[config.mk]
export PLATFORM = sky130hd
export DESIGN_NAME = tx_frame_sender
export DESIGN_NICKNAME = d
export VERILOG_FILES = /design/src/rtl/txf_pkg.sv /design/src/rtl/txf_ctrl_regs.sv /design/src/rtl/txf_frame_store.sv /design/src/rtl/txf_serializer.sv /design/src/rtl/tx_frame_sender.sv
export SDC_FILE = /design/constraint.sdc
export NUM_CORES = 2
export LEC_CHECK = 0
export BUFFER_PORTS_ARGS = -buffer_cell sky130_fd_sc_hd__buf_4
export CAP_MARGIN = 20
export CORE_MARGIN = 2
export CORE_UTILIZATION = 30
export CTS_CLUSTER_SIZE = 12
export DETAILED_ROUTE_END_ITERATION = 16
export SKIP_LAST_GASP = 1
export SYNTH_ARGS = -nofsm -noshare
export SYNTH_HDL_FRONTEND = slang
export SYNTH_SLANG_ARGS = --single-unit
[constraint.sdc]
create_clock -name clk -period 1 [get_ports clk]
set_clock_uncertainty 0.1 [all_clocks]
set_input_delay 0.2 -clock clk [delete_from_list [all_inputs] [get_ports clk]]
set_output_delay 0.2 -clock clk [all_outputs]
set_load 0.005 [all_outputs]
[src/rtl/txf_pkg.sv]
package txf_pkg;
  localparam int NUM_BUFS = 2;

  typedef struct packed {
    logic en;
    logic sel;
    logic ie;
  } txf_ctrl_t;
endpackage

[src/rtl/txf_ctrl_regs.sv]
module txf_ctrl_regs
  import txf_pkg::*;
(
  input  logic      clk,
  input  logic      rst_n,
  input  logic      cfg_wr,
  input  logic      cfg_en,
  input  logic      cfg_sel,
  input  logic      cfg_ie,
  input  logic      sts_clr,
  input  logic      frame_done,
  output txf_ctrl_t ctrl,
  output logic      sts_flag,
  output logic      irq
);
  txf_ctrl_t ctrl_q, ctrl_d;
  logic      flag_q, flag_d;

  always_comb begin
    ctrl_d = ctrl_q;
    if (cfg_wr) begin
      ctrl_d.en  = cfg_en;
      ctrl_d.sel = cfg_sel;
      ctrl_d.ie  = cfg_ie;
    end
    // a frame end always wins over a clear in the same cycle
    flag_d = frame_done | (flag_q & ~sts_clr);
  end

  always_ff @(posedge clk or negedge rst_n) begin
    if (!rst_n) begin
      ctrl_q <= '0;
      flag_q <= 1'b0;
    end else begin
      ctrl_q <= ctrl_d;
      flag_q <= flag_d;
    end
  end

  assign ctrl     = ctrl_q;
  assign sts_flag = flag_q;
  assign irq      = flag_q & ctrl_q.ie;

  // a closing frame sets the flag even under a clear
  p_flag_set_r7: assert property (@(posedge clk) disable iff (!rst_n)
    frame_done |=> sts_flag);
  // the flag is sticky until cleared
  p_flag_hold_r7: assert property (@(posedge clk) disable iff (!rst_n)
    (sts_flag && !sts_clr) |=> sts_flag);
  // a clear with no frame end drops the flag
  p_flag_clear_r7: assert property (@(posedge clk) disable iff (!rst_n)
    (sts_clr && !frame_done) |=> !sts_flag);
endmodule

[src/rtl/txf_frame_store.sv]
module txf_frame_store
  import txf_pkg::*;
#(
  parameter int WORD_W      = 16,
  parameter int FRAME_WORDS = 40,
  localparam int AW = (FRAME_WORDS > 1) ? $clog2(FRAME_WORDS) : 1
) (
  input  logic              clk,
  input  logic              wr_en,
  input  logic              wr_buf,
  input  logic [AW-1:0]     wr_addr,
  input  logic [WORD_W-1:0] wr_data,
  input  logic              rd_buf,
  input  logic [AW-1:0]     rd_addr,
  output logic [WORD_W-1:0] rd_data
);
  localparam logic [AW:0] ADDR_LIMIT = (AW+1)'(FRAME_WORDS);

  logic [WORD_W-1:0] rd_word [NUM_BUFS];
  logic              addr_ok;

  assign addr_ok = ({1'b0, wr_addr} < ADDR_LIMIT);

  for (genvar b = 0; b < NUM_BUFS; b++) begin : g_buf
    logic [WORD_W-1:0] mem [FRAME_WORDS];
    logic              we;

    assign we = wr_en && addr_ok && (wr_buf == b[0]);

    always_ff @(posedge clk) begin
      if (we) mem[wr_addr] <= wr_data;
    end

    assign rd_word[b] = mem[rd_addr];
  end

  assign rd_data = rd_word[rd_buf];
endmodule

[src/rtl/txf_serializer.sv]
module txf_serializer #(
  parameter int WORD_W      = 16,
  parameter int FRAME_WORDS = 40,
  localparam int AW = (FRAME_WORDS > 1) ? $clog2(FRAME_WORDS) : 1
) (
  input  logic              clk,
  input  logic              rst_n,
  input  logic              bit_ce,
  input  logic              en,
  input  logic              sel,
  input  logic [WORD_W-1:0] rd_data,
  output logic              rd_buf,
  output logic [AW-1:0]     rd_addr,
  output logic              tx_sd,
  output logic              frame_done
);
  localparam int FRAME_BITS = FRAME_WORDS * WORD_W;
  localparam int CW = $clog2(FRAME_BITS + 1);
  localparam int BW = $clog2(WORD_W);
  localparam logic [CW-1:0] LAST_CNT = CW'(FRAME_BITS);

  logic          active_q, active_d;
  logic          cur_sel_q, cur_sel_d;
  logic [CW-1:0] cnt_q, cnt_d;
  logic          sd_q, sd_d;
  logic          at_end, start_frame;
  logic [CW-1:0] fetch_idx;
  logic [BW-1:0] bit_pos;

  // cnt_q counts bits already placed on the line in this frame
  assign at_end      = active_q && (cnt_q == LAST_CNT);
  assign start_frame = bit_ce && en && (!active_q || at_end);
  assign frame_done  = bit_ce && at_end;

  assign fetch_idx = start_frame ? '0 : cnt_q;
  assign rd_buf    = start_frame ? sel : cur_sel_q;
  assign rd_addr   = AW'(fetch_idx >> BW);
  assign bit_pos   = ~fetch_idx[BW-1:0];

  always_comb begin
    active_d  = active_q;
    cur_sel_d = cur_sel_q;
    cnt_d     = cnt_q;
    sd_d      = sd_q;
    if (bit_ce) begin
      if (start_frame) begin
        active_d  = 1'b1;
        cur_sel_d = sel;
        cnt_d     = CW'(1);
        sd_d      = rd_data[bit_pos];
      end else if (at_end || !active_q) begin
        active_d = 1'b0;
        cnt_d    = '0;
        sd_d     = 1'b0;
      end else begin
        cnt_d = cnt_q + CW'(1);
        sd_d  = rd_data[bit_pos];
      end
    end
  end

  always_ff @(posedge clk or negedge rst_n) begin
    if (!rst_n) begin
      active_q  <= 1'b0;
      cur_sel_q <= 1'b0;
      cnt_q     <= '0;
      sd_q      <= 1'b0;
    end else begin
      active_q  <= active_d;
      cur_sel_q <= cur_sel_d;
      cnt_q     <= cnt_d;
      sd_q      <= sd_d;
    end
  end

  assign tx_sd = sd_q;

  // the bit counter never passes the frame length
  p_cnt_bound_r4: assert property (@(posedge clk) disable iff (!rst_n)
    cnt_q <= LAST_CNT);
  // the line only moves on a bit-clock cycle
  p_hold_r4: assert property (@(posedge clk) disable iff (!rst_n)
    !bit_ce |=> $stable(tx_sd));
  // idle line is low
  p_idle_low_r2: assert property (@(posedge clk) disable iff (!rst_n)
    !active_q |-> !tx_sd);
  // a disabled sender stops at the frame boundary
  p_stop_r6: assert property (@(posedge clk) disable iff (!rst_n)
    (frame_done && !en) |=> !active_q);
  // the source buffer is fixed for the whole frame
  p_sel_hold_r5: assert property (@(posedge clk) disable iff (!rst_n)
    (active_q && !frame_done) |=> $stable(cur_sel_q));
endmodule

[src/rtl/tx_frame_sender.sv]
module tx_frame_sender
  import txf_pkg::*;
#(
  parameter int WORD_W      = 16,
  parameter int FRAME_WORDS = 40,
  localparam int AW = (FRAME_WORDS > 1) ? $clog2(FRAME_WORDS) : 1
) (
  input  logic              clk,
  input  logic              rst_n,
  input  logic              cfg_wr,
  input  logic              cfg_en,
  input  logic              cfg_sel,
  input  logic              cfg_ie,
  input  logic              sts_clr,
  output logic              sts_flag,
  input  logic              buf_wr,
  input  logic              buf_sel,
  input  logic [AW-1:0]     buf_addr,
  input  logic [WORD_W-1:0] buf_wdata,
  input  logic              bit_ce,
  output logic              tx_sd,
  output logic              irq
);
  logic [1:0]        rst_sync_q;
  logic              rst_n_int;
  txf_ctrl_t         ctrl;
  logic              frame_done;
  logic              rd_buf;
  logic [AW-1:0]     rd_addr;
  logic [WORD_W-1:0] rd_data;

  always_ff @(posedge clk or negedge rst_n) begin
    if (!rst_n) rst_sync_q <= 2'b00;
    else        rst_sync_q <= {rst_sync_q[0], 1'b1};
  end
  assign rst_n_int = rst_sync_q[1];

  txf_ctrl_regs u_regs (
    .clk        (clk),
    .rst_n      (rst_n_int),
    .cfg_wr     (cfg_wr),
    .cfg_en     (cfg_en),
    .cfg_sel    (cfg_sel),
    .cfg_ie     (cfg_ie),
    .sts_clr    (sts_clr),
    .frame_done (frame_done),
    .ctrl       (ctrl),
    .sts_flag   (sts_flag),
    .irq        (irq)
  );

  txf_frame_store #(.WORD_W(WORD_W), .FRAME_WORDS(FRAME_WORDS)) u_store (
    .clk     (clk),
    .wr_en   (buf_wr),
    .wr_buf  (buf_sel),
    .wr_addr (buf_addr),
    .wr_data (buf_wdata),
    .rd_buf  (rd_buf),
    .rd_addr (rd_addr),
    .rd_data (rd_data)
  );

  txf_serializer #(.WORD_W(WORD_W), .FRAME_WORDS(FRAME_WORDS)) u_ser (
    .clk        (clk),
    .rst_n      (rst_n_int),
    .bit_ce     (bit_ce),
    .en         (ctrl.en),
    .sel        (ctrl.sel),
    .rd_data    (rd_data),
    .rd_buf     (rd_buf),
    .rd_addr    (rd_addr),
    .tx_sd      (tx_sd),
    .frame_done (frame_done)
  );
endmodule

==> flow_summary_export.csv <==
group,metric,value,unit
detailed_routing,detail_route.vias_per_cell,5.51,
sta,setup-tns-final,-20740,ps
placement,detailed_place_hpwl,124000,um
detailed_routing,route.detailed.wl_per_inst,28.8,um
logic_synthesis,synth_nets,3479,
sta,report.final.hold_viol_count,0,
floorplan,floorplan.die.height,423,um
floorplan,initial_utilization,30.2,%
pwr,worst_ir_drop_vdd,1.86,mV
sta,slew_limit_headroom,47.6,%
logic_synthesis,synth_largest_area_cell,"sky130_fd_sc_hd__edfxtp_1",
logic_synthesis,post_synth.cell_area_avg,15.3,sq um
sta,timing.final.ws_setup,-2510,ps
worst_setup_path,worst-endpoint-arrival,4070,ps
logic_synthesis,post_synth_main_area_contributors,"sky130_fd_sc_hd__edfxtp_1 73%, sky130_fd_sc_hd__mux2i_1 3.1%, sky130_fd_sc_hd__mux4_2 2.4%",
worst_setup_path,peak_fanout_along_the_critical_path,7,
worst_setup_path,critical_path_cell_by_cell,"and3b_4 > nor2_4 > buf_12 > buf_16 > mux4_2 > nand2b_4 > o211ai_1 > buf_4 > o22a_1 > o2111a_1 > a211o_1 > nand3_1 > a221o_1",
worst_setup_path,slowest_stage,"sky130_fd_sc_hd__mux4_2",
logic_synthesis,postSynth.asyncResetShare,1.46,%
worst_setup_path,cpPeakStageDelay,430,ps
pwr,static-leakage-power,0.0226,uW
hold_path,class_of_the_tightest_hold_or_removal_check,"in -> reg",
floorplan,placeableCoreArea,174000,sq um
floorplan,std_cell_rows,153,
sta,fin_crit,3510,ps
clocking,cts.sinks,1299,
floorplan,chipWidth,423,um
run_status,violations,"negative setup slack",
hold_path,hp-start,"sts_clr",
hold_path,whs_endpoint,"u_regs.sts_flag$_DFF_PN0_",
detailed_routing,drt-initial-drc-count,5059,
pwr,pwr_density_cell,2180,nW/um^2
logic_synthesis,syn-instance-count,3445,
floorplan,die_area,179000,sq um
clocking,root_buffer,"sky130_fd_sc_hd__clkbuf_16",
logic_synthesis,yosys_synthesis_warning_count,0,
global_routing,vias_in_the_first_global_route,34400,
logic_synthesis,synth_seq_cells,1299,
logic_synthesis,synth_top_flop_cell,"sky130_fd_sc_hd__edfxtp_1",
floorplan,boundaryPins,35,
global_routing,grt_use_total,20.6,%
worst_setup_path,number_of_buffer_and_inverter_instances_along_the_worst_setup_path,3,
placement,numPortBuffers,34,
logic_synthesis,synthesis.area,52600,sq um
clocking,clk_pin_slew,60,ps
logic_synthesis,synth.yosys.seq_area_share,74.0,%
hold_path,min_delay_path_depth,3,
sta,timing.final.crit_share,351,%
sta,rsz0062_at_grt,"true",
placement,globalplace.congestion,0.958,
worst_setup_path,crit-reg2reg-capture,"u_ser.tx_sd$_DFFE_PN0P_",
run_status,status,"complete, but fails checks",
worst_setup_path,setup.reg_to_reg.worst_slack,-2510,ps
worst_setup_path,critPathLaunchType,"flip-flop",
worst_setup_path,endpoint_kind,"flip-flop",
global_routing,initial_antenna_violation_count,4,
global_routing,grt.overflow.total,0,
detailed_routing,drt_pass1_iterations,8,
detailed_routing,drt_wl_total,189000,um
finish,finalNetCount,4180,
worst_setup_path,rr_startpoint,"u_regs.ctrl[2]$_DFFE_PN0P_",
clocking,tritoncts.num_buffers,139,
finish,flow.area_growth_from_synthesis,30.4,%
clocking,worst_skew_pair_later_pin_latency,780,ps
global_routing,grt_start_max_net_pins,82,
clocking,cts_tree,"done",
worst_setup_path,classification_of_the_worst_setup_path,"reg -> reg",
global_routing,grt_pass1_wl,264000,um
clocking,cts_max_level,4,
detailed_routing,antenna_left,0,
finish,nFillCells,15900,
sta,maxClockFrequency,0.285,GHz
detailed_routing,drc,0,
clocking,cts-root-to-sink-buffers,3,
logic_synthesis,netlist-cell-type-count,84,
logic_synthesis,synth-edff-count,1280,
sta,setup_violations,18,
job,drv.max_cap_violation_count,0,
sta,worst_slew_pin_slew,784,ps
worst_setup_path,worst_path_dominant_cell_family,"compound AO/OA/AOI/OAI gates",
sta,final-max-slew-violation-count,0,
placement,dp.cells,6243,
finish,instances_no_fill,6568,
finish,share_of_layout_cells_above_drive_strength_1,28.9,%
logic_synthesis,netlist.area_leader.share,73.1,%
detailed_routing,routed-via-count,36200,
finish,layout_utilization,39.4,%
worst_setup_path,reg2reg_depth,13,
worst_setup_path,timing.critical_path.required,1560,ps
==> worst register-to-register path, delay by kind of cell (launching register included) <==
| family | cells | cell delay, ps |
|---|---|---|
| compound gates | 5 | 950 |
| simple gates | 4 | 910 |
| buf+inv | 3 | 600 |
| mux | 1 | 430 |
| flops | 1 | 420 |
==> cell families after synthesis <==
logic type	count (synthesis)	share of synthesized area [%]
AO/OA/AOI/OAI	841	10.7
AND/OR/NAND/NOR	780	6.81
other	1	0.00713
buffers and inverters	268	2.23
adder cells (fa/ha/maj)	2	0.0476
XOR/XNOR	2	0.0333
flip-flops	1299	74.0
multiplexers	252	6.19
==> Yosys cell counts (all sizes together) (12+ instances only) <==
cell type and number:
mux2i 161, o211ai 32, edfxtp 1280, a211oi 94, a32oi 15, inv 21, nor2 196, mux2 36
or3 18, nor3 41, o31ai 12, and3 52, nand2 293, clkbuf 93, a21oi 209, nor2b 24
nand2b 14, o21ai 156, mux4 55, buf 151, nand4 17, o221ai 33, nand3 84, a22oi 32
a221oi 46, o22ai 47, dfrtp 19, a31oi 50
==> how the worst max path moves through the flow <==
stage | from | endpoint | slack (ps) | cells after the start
detailed placement | u_ser.cnt_q[6]$_DFFE_PN0P_ | u_ser.tx_sd$_DFFE_PN0P_ | -2770 | 13
floorplan | u_ser.cnt_q[0]$_DFFE_PN0P_ | u_ser.tx_sd$_DFFE_PN0P_ | -2090 | 12
global route | u_regs.ctrl[2]$_DFFE_PN0P_ | u_ser.tx_sd$_DFFE_PN0P_ | -2570 | 13
CTS | u_ser.active_q$_DFFE_PN0P_ | u_ser.tx_sd$_DFFE_PN0P_ | -2420 | 12
finish | u_regs.ctrl[2]$_DFFE_PN0P_ | u_ser.tx_sd$_DFFE_PN0P_ | -2510 | 13
global placement | u_ser.cnt_q[5]$_DFFE_PN0P_ | u_ser.tx_sd$_DFFE_PN0P_ | -2830 | 13
==> area by class of cell <==
type	count	area, sq um	area share [%]
flip-flops and latches	1299	38900	56.8
multi-input cells	1878	13600	19.9
repair buffers	804	8840	12.9
clock buffers	190	3770	5.51
well taps	2325	2910	4.24
clock inverters	46	385	0.562
inverters	24	92.6	0.135
diodes	2	5.00	0.00730
==> metrics by stage <==
step	worst slack (ps)	area [sq um]	hold slack, ps	power [uW]
5_1_grt	-2570	68600	65.2	153000
6_report	-2510	68600	71.9	149000
4_1_cts	-2420	68300	7.44	149000
3_3_place_gp	-2830	62600	-118	98000
3_5_place_dp	-2770	62600	-115	98000
2_1_floorplan	-2090	53300	-196	77500
==> flip-flops by register name, indices dropped and copies added, names as in the netlist <==
register,cells
rst_sync_q,2
u_regs.ctrl,3
u_regs.sts_flag,1
u_ser.active_q,1
u_ser.cnt_q,10
u_ser.cur_sel_q,1
u_ser.tx_sd,1
u_store.g_buf.mem,1280
==> layer usage <==
metal	track usage, %	part of all wire (%)	wire [um]
met4	7.01	3.4	6420
met1	28.4	41	77300
met3	3.69	9.1	17200
met5	0	0.0037	7
met2	32.7	47	88100
==> layout by cell type (no fill, tap or decap), drive strengths merged, types with 11 or more instances in the layout <==
master          n
o221ai         33
nand3          84
nor2b          24
mux2           36
o211ai         32
a22oi          32
mux2i         161
nor2          196
a31oi          50
inv            28
dfrtp          19
nor3           41
nand4          17
o21ai         156
clkbuf        192
a21oi         209
dlygate4sd3    24
or3            18
a211oi         94
nand2         293
a32oi          15
buf           775
o2111ai        11
o22ai          47
edfxtp       1280
a221oi         46
clkinv         36
o31ai          12
mux4           55
and3           52
nand2b         14
==> power breakdown <==
| group | total [uW] | internal, uW | switching [uW] |
|---|---|---|---|
| sequential | 60400 | 60200 | 251 |
| combinational | 40400 | 16200 | 24200 |
| clock | 48600 | 27600 | 21000 |
==> timing repair <==
item                                    in CTS  in global routing
hold buffers                                24                  0
pin swaps                                   42                 18
endpoints found under the setup margin      18                217
buffers inserted                            45                 10
cloned                                       8                  4
hold endpoints to repair                  1297                  0
gates resized for setup                    137                 45
Power figures use the tool's default switching activity.
